## config.mk

```make
export PLATFORM = sky130hd
export DESIGN_NAME = sfrd_ctrl
export DESIGN_NICKNAME = d
export VERILOG_FILES = /design/src/rtl/sfrd_pkg.sv /design/src/rtl/sfrd_range.sv /design/src/rtl/sfrd_halftick.sv /design/src/rtl/sfrd_ctrl.sv
export SDC_FILE = /design/constraint.sdc
export NUM_CORES = 1
export LEC_CHECK = 0
export BUFFER_PORTS_ARGS = -buffer_cell sky130_fd_sc_hd__buf_2
export CAP_MARGIN = 30
export CORE_MARGIN = 3
export CORE_UTILIZATION = 50
export CTS_CLUSTER_DIAMETER = 60
export DETAILED_ROUTE_END_ITERATION = 8
export MAX_ROUTING_LAYER = met4
export PLACE_DENSITY = 0.68
export RECOVER_POWER = 100
export SLEW_MARGIN = 25
export SYNTH_ARGS = -nofsm -noshare
export SYNTH_HDL_FRONTEND = slang
export SYNTH_SLANG_ARGS = --single-unit
```

## constraint.sdc

```tcl
create_clock -name clk -period 6.7 [get_ports clk]
set_clock_uncertainty 0.15 [all_clocks]
set_input_delay 0.67 -clock clk [delete_from_list [all_inputs] [get_ports clk]]
set_output_delay 0.67 -clock clk [all_outputs]
set_load 0.02 [all_outputs]
```

## src/rtl/sfrd_pkg.sv

```systemverilog
package sfrd_pkg;

    typedef enum logic [2:0] {
        S_IDLE,
        S_LEAD,
        S_CMD,
        S_DUMMY,
        S_DATA,
        S_TRAIL,
        S_GAP
    } sfrd_st_e;

    localparam logic [7:0] OPC_FAST_1 = 8'h0B;
    localparam logic [7:0] OPC_FAST_2 = 8'h3B;

    function automatic logic [7:0] sfrd_opcode(input logic two_line);
        return two_line ? OPC_FAST_2 : OPC_FAST_1;
    endfunction

endpackage

```

## src/rtl/sfrd_range.sv

```systemverilog
module sfrd_range #(
    parameter int ADDR_W    = 24,
    parameter int LEN_W     = 17,
    parameter int MEM_BYTES = 65536
) (
    input  logic [ADDR_W-1:0] addr_i,
    input  logic [LEN_W-1:0]  len_i,
    output logic              ok_o
);
    localparam int SUM_W = ((ADDR_W > LEN_W) ? ADDR_W : LEN_W) + 1;

    logic [SUM_W-1:0] end_excl;

    always_comb begin
        end_excl = SUM_W'(addr_i) + SUM_W'(len_i);
        ok_o     = (len_i != '0) && (end_excl <= SUM_W'(MEM_BYTES));
    end
endmodule

```

## src/rtl/sfrd_halftick.sv

```systemverilog
module sfrd_halftick #(
    parameter int DIV_W = 4
) (
    input  logic             clk,
    input  logic             rst_n,
    input  logic             clr_i,
    input  logic             run_i,
    input  logic [DIV_W-1:0] div_i,
    output logic             tick_o
);
    logic [DIV_W-1:0] cnt_d, cnt_q;

    always_comb begin
        cnt_d  = cnt_q;
        tick_o = 1'b0;
        if (clr_i) begin
            cnt_d = '0;
        end else if (run_i) begin
            if (cnt_q == DIV_W'(div_i - 1'b1)) begin
                tick_o = 1'b1;
                cnt_d  = '0;
            end else begin
                cnt_d = cnt_q + 1'b1;
            end
        end
    end

    always_ff @(posedge clk or negedge rst_n) begin
        if (!rst_n) cnt_q <= '0;
        else        cnt_q <= cnt_d;
    end
endmodule

```

## src/rtl/sfrd_ctrl.sv

```systemverilog
module sfrd_ctrl
    import sfrd_pkg::*;
#(
    parameter int ADDR_W     = 24,
    parameter int LEN_W      = 17,
    parameter int DIV_W      = 4,
    parameter int MEM_BYTES  = 65536,
    parameter int CPOL       = 0,
    parameter int DUMMY_CLKS = 8,
    parameter int GAP_CYC    = 2
) (
    input  logic              clk,
    input  logic              rst_n,
    input  logic              start_i,
    input  logic [ADDR_W-1:0] addr_i,
    input  logic [LEN_W-1:0]  len_i,
    input  logic              dual_i,
    input  logic [DIV_W-1:0]  div_i,
    output logic              busy_o,
    output logic [7:0]        data_o,
    output logic              valid_o,
    output logic              done_o,
    output logic              err_o,
    output logic              sclk_o,
    output logic              cs_n_o,
    output logic              mosi_o,
    output logic              mosi_oe_o,
    input  logic              mosi_i,
    input  logic              miso_i
);
    localparam int   HDR_BITS = 8 + ADDR_W;
    localparam int   MAXCNT   = (HDR_BITS > DUMMY_CLKS) ? HDR_BITS : DUMMY_CLKS;
    localparam int   BIT_W    = $clog2(MAXCNT + GAP_CYC + 1);
    localparam logic IDLE_LVL = (CPOL != 0);
    localparam logic [BIT_W-1:0] LAST_1 = BIT_W'(7);
    localparam logic [BIT_W-1:0] LAST_2 = BIT_W'(3);

    typedef struct packed {
        sfrd_st_e            st;
        logic                ph;
        logic [BIT_W-1:0]    bits;
        logic [HDR_BITS-1:0] sh;
        logic [7:0]          rx;
        logic [LEN_W-1:0]    left;
        logic                dual;
        logic [DIV_W-1:0]    div;
        logic                sclk;
        logic                csn;
        logic                mosi;
        logic                oe;
        logic [7:0]          data;
        logic                valid;
        logic                done;
        logic                err;
    } regs_t;

    regs_t q, n;
    logic  range_ok, tick, tick_clr, tick_run;
    logic  byte_end;
    logic [7:0] rx_next;

    sfrd_range #(
        .ADDR_W   (ADDR_W),
        .LEN_W    (LEN_W),
        .MEM_BYTES(MEM_BYTES)
    ) u_range (
        .addr_i(addr_i),
        .len_i (len_i),
        .ok_o  (range_ok)
    );

    assign tick_run = (q.st == S_LEAD) || (q.st == S_CMD) || (q.st == S_DUMMY) ||
                      (q.st == S_DATA) || (q.st == S_TRAIL);

    sfrd_halftick #(.DIV_W(DIV_W)) u_tick (
        .clk   (clk),
        .rst_n (rst_n),
        .clr_i (tick_clr),
        .run_i (tick_run),
        .div_i (q.div),
        .tick_o(tick)
    );

    always_comb begin
        n        = q;
        n.valid  = 1'b0;
        n.done   = 1'b0;
        n.err    = 1'b0;
        tick_clr = 1'b0;
        byte_end = q.dual ? (q.bits == LAST_2) : (q.bits == LAST_1);
        rx_next  = q.dual ? {q.rx[5:0], miso_i, mosi_i} : {q.rx[6:0], miso_i};

        unique case (q.st)
            S_IDLE: begin
                if (start_i) begin
                    if (!range_ok) begin
                        n.done = 1'b1;
                        n.err  = 1'b1;
                    end else begin
                        n.st     = S_LEAD;
                        n.csn    = 1'b0;
                        n.sh     = {sfrd_opcode(dual_i), addr_i};
                        n.left   = len_i;
                        n.dual   = dual_i;
                        n.div    = (div_i < DIV_W'(2)) ? DIV_W'(2) : div_i;
                        n.oe     = 1'b1;
                        n.mosi   = 1'b0;
                        n.sclk   = IDLE_LVL;
                        tick_clr = 1'b1;
                    end
                end
            end

            S_LEAD: begin
                if (tick) begin
                    n.st   = S_CMD;
                    n.ph   = 1'b0;
                    n.sclk = 1'b0;
                    n.bits = '0;
                    n.mosi = q.sh[HDR_BITS-1];
                end
            end

            S_TRAIL: begin
                if (tick) begin
                    n.st   = S_GAP;
                    n.csn  = 1'b1;
                    n.oe   = 1'b1;
                    n.mosi = 1'b0;
                    n.bits = '0;
                end
            end

            S_GAP: begin
                n.bits = q.bits + 1'b1;
                if (q.bits == BIT_W'(GAP_CYC - 1)) begin
                    n.st   = S_IDLE;
                    n.bits = '0;
                    n.done = 1'b1;
                end
            end

            default: begin
                if (tick) begin
                    if (!q.ph) begin
                        n.ph   = 1'b1;
                        n.sclk = 1'b1;
                        if (q.st == S_DATA) begin
                            n.rx = rx_next;
                            if (byte_end) begin
                                n.valid = 1'b1;
                                n.data  = rx_next;
                                n.left  = q.left - 1'b1;
                            end
                        end
                    end else begin
                        n.ph   = 1'b0;
                        n.sclk = 1'b0;
                        n.bits = q.bits + 1'b1;
                        case (q.st)
                            S_CMD: begin
                                if (q.bits == BIT_W'(HDR_BITS - 1)) begin
                                    n.st   = S_DUMMY;
                                    n.bits = '0;
                                    n.mosi = 1'b0;
                                end else begin
                                    n.sh   = q.sh << 1;
                                    n.mosi = q.sh[HDR_BITS-2];
                                end
                            end
                            S_DUMMY: begin
                                if (q.bits == BIT_W'(DUMMY_CLKS - 1)) begin
                                    n.st   = S_DATA;
                                    n.bits = '0;
                                    n.oe   = !q.dual;
                                end
                            end
                            S_DATA: begin
                                if (byte_end) begin
                                    n.bits = '0;
                                    if (q.left == '0) begin
                                        if (IDLE_LVL == 1'b0) begin
                                            n.st = S_TRAIL;
                                        end else begin
                                            n.st   = S_GAP;
                                            n.sclk = 1'b1;
                                            n.csn  = 1'b1;
                                            n.oe   = 1'b1;
                                        end
                                    end
                                end
                            end
                            default: ;
                        endcase
                    end
                end
            end
        endcase
    end

    always_ff @(posedge clk or negedge rst_n) begin
        if (!rst_n) begin
            q      <= '0;
            q.sclk <= IDLE_LVL;
            q.csn  <= 1'b1;
            q.oe   <= 1'b1;
        end else begin
            q <= n;
        end
    end

    assign busy_o    = (q.st != S_IDLE);
    assign data_o    = q.data;
    assign valid_o   = q.valid;
    assign done_o    = q.done;
    assign err_o     = q.err;
    assign sclk_o    = q.sclk;
    assign cs_n_o    = q.csn;
    assign mosi_o    = q.mosi;
    assign mosi_oe_o = q.oe;
endmodule

```

==> flow_summary.json <==
{
  "synth_area_um2": 5940,
  "avgRoutedWirePerCell_um": 17.5,
  "critPathRequiredTime_ps": 6780,
  "postCtsSetupBuffers": 0,
  "vias_per_cell": 6.29,
  "clk_path_buf_depth": 2,
  "synth_cell_types": 69,
  "yosys.area.top_type": "dfrtp_1",
  "die_w_um": 115,
  "clock-sinks": 90,
  "synth_cells": 699,
  "start_util_pct": 51.6,
  "grt_max_degree": 70,
  "ys_top_cells_by_area": "dfrtp_1 37%, a21oi_1 6.4%, nor2_1 5.4%",
  "layout_common_cells": "88 x dfrtp_1, 85 x nor2_1, 76 x a21oi_1",
  "avgSynthCellArea_um2": 8.49,
  "grt_usage_pct": 25.3,
  "die-area_um2": 13200,
  "tightest_slew_ps": 3010,
  "cts_made_buffers": 9,
  "power_mw": 1.21,
  "area_growth_pct": 10.3,
  "h-tree-depth": 3,
  "worstReg2RegEnd": "q[27]",
  "arrival_ps": 5370,
  "fin_tns_setup_ps": 0,
  "grtUsageMet3_pct": 4.26,
  "grt_pass1_vias": 5184,
  "io_pins": 67,
  "port_buffers": 66,
  "hpwl_mm": 11.2,
  "vias": 5581,
  "ys_seq_elements": 90,
  "path_class": "primary input to flip-flop",
  "synth_nets": 773,
  "max_slew_margin_pct": -101,
  "core_area_um2": 11500,
  "clk_latency_ps": 350,
  "fill_cells": 1062,
  "grt_pass1_wl_mm": 26.1,
  "fp-row-count": 39,
  "drv_cap": 1,
  "place_congestion": 0.937,
  "hp-class": "flip-flop to flip-flop",
  "hp-start": "q[43]",
  "cp-end-kind": "flip-flop",
  "yosysTopAreaCellShare_pct": 37.1,
  "r2r_start": "q[15]",
  "final_nets": 813,
  "cts-root-buf": "clkbuf_16",
  "yosysSeqAreaShare_pct": 38.0,
  "die_h_um": 115,
  "min_to": "q[43]",
  "setup_viol": 0,
  "drive_above_1_share_pct": 11.7,
  "async_flop_share_pct": 100,
  "ir_drop_v": 0.000162,
  "top_usage_layer": "met2",
  "clk_pin_slew_ps": 70,
  "cts_tree": "yes",
  "hold_depth": 2,
  "ant_nets": 0,
  "cts.repair.resized": 0,
  "drc": 0,
  "reg2reg_depth": 11,
  "crit_fanout": 30,
  "antenna_found_initial": 0,
  "setup.reg_to_reg.worst_slack_ps": 1460,
  "critPathLaunchType": "primary input",
  "antenna_cells": 0,
  "use_met1_pct": 35.8,
  "slew_violations": 57,
  "final_common_cell": "dfrtp_1",
  "violations": "max-capacitance violations, max-slew violations",
  "ys_warn_count": 0,
  "period_minus_slack_ps": 5280,
  "drt_first_pass_iters": 5,
  "gr-usage-met2_pct": 37.9,
  "powerDensity_nw_per_um2": 185,
  "p_leak_nw": 2.87,
  "drt-initial-drc-count": 499,
  "rsz0062_at_grt": "no",
  "hold_viol": 0,
  "route.final.wire_length_mm": 15.5,
  "synth_edf_count": 0,
  "max_freq_mhz": 189,
  "overflow": 0,
  "status": "finished, violations left",
  "fin_crit_sh_pct": 78.8,
  "synthFlopType": "dfrtp_1",
  "holdBufCountCts": 0
}
-- cells in the mapped netlist (4+ instances only) --
master,n
a22oi_1,26
nor3_1,20
o21a_1,4
a31oi_1,9
buf_2,8
ha_1,22
nand4_1,6
o211ai_1,6
o22ai_1,4
and3_1,8
nand2_1,60
nand2b_1,5
nand3_1,16
mux2i_1,13
xor2_1,11
xnor2_1,6
a31o_2,6
a21o_1,11
nor4_1,6
or2_2,4
o21ai_0,46
clkbuf_1,25
dfrtp_1,88
a211oi_1,7
mux2_2,5
or3_1,7
or4_1,5
o31a_1,4
inv_1,16
nor2_1,85
a21oi_1,76
a221o_1,12
nor2b_1,6
buf_4,8
nand4b_1,4
-- per-layer routing --
metal | vias to the layer above | routed length, um | part of all wire (%)
met5 | - | 0 | 0
li1 | 2679 | - | -
met4 | 0 | 176 | 1.1
met2 | 217 | 6980 | 45
met1 | 2672 | 7480 | 48
met3 | 13 | 911 | 5.9
-- how the worst max path moves through the flow --
stage              start     to  slack (ps)
6_report        len_i[0]  q[21]        1420
3_5_place_dp   addr_i[0]  q[27]        1550
2_1_floorplan  addr_i[0]  q[19]        2420
5_1_grt        addr_i[0]  q[21]        1000
3_3_place_gp   addr_i[0]  q[29]        1650
4_1_cts        addr_i[0]  q[27]        1930
-- power by group --
part           leakage, nW  switching [mW]  internal [mW]  total (mW)
registers             1.17               0          0.543       0.543
logic                 1.56          0.0907         0.0539       0.145
clock network        0.144           0.232          0.294       0.526
total                 2.87           0.323          0.890        1.21
-- area by class of cell --
cell class                      count  area, um^2  area share [%]
Multi-Input combinational cell    549        3410            52.1
Timing Repair Buffer               73         343            5.24
Inverter                           16        60.1           0.917
Sequential cell                    90        2250            34.4
Tap cell                          143         179            2.73
Clock inverter                      6        72.6            1.11
Clock buffer                       10         229            3.50
-- kinds of logic (layout without fill, tap and decap cells) --
| kind of cell | after synthesis | count (layout) | share of synthesized area (%) |
|---|---|---|---|
| AND/OR/NAND/NOR | 248 | 248 | 20.1 |
| AO/OA/AOI/OAI | 243 | 243 | 26.7 |
| flip-flops | 90 | 90 | 38.0 |
| buffers and inverters | 60 | 105 | 4.59 |
| adder cells (fa/ha/maj) | 23 | 23 | 4.97 |
| multiplexers | 18 | 18 | 3.14 |
| XOR/XNOR | 17 | 17 | 2.51 |
-- stage by stage --
stage / utilization, % / std cells / setup WS (ps) / cell area (um^2) / hold WS (ps)
2_1_floorplan: - / 699 / 2420 / 5940 / 224
3_3_place_gp: 54.6 / 870 / 1650 / 6290 / 309
3_5_place_dp: 54.6 / 870 / 1550 / 6290 / 320
4_1_cts: 57.3 / 886 / 1930 / 6590 / 49.8
5_1_grt: 56.8 / 887 / 1000 / 6550 / 356
6_report: 56.8 / 887 / 1420 / 6550 / 332
-- registers in the layout (all words and copies together) (netlist names) --
signal / flops
data_o: 8
mosi_oe_o: 1
sclk_o: 1
done_o: 1
q: 71
mosi_o: 1
u_tick.cnt_q: 4
cs_n_o: 1
err_o: 1
valid_o: 1
-- worst max-delay path, stage by stage --
cell and delay [ps]:
buf_2 120, ha_1 210, fa_1 430, a21o_1 200, a221oi_1 550, o221ai_1 300, xnor2_1 200, o2111ai_1 160
or4_1 540, o41a_1 500, nor2_4 530, clkbuf_1 600, mux2i_1 250, o21ai_0 100
Power figures use the tool's default switching activity.
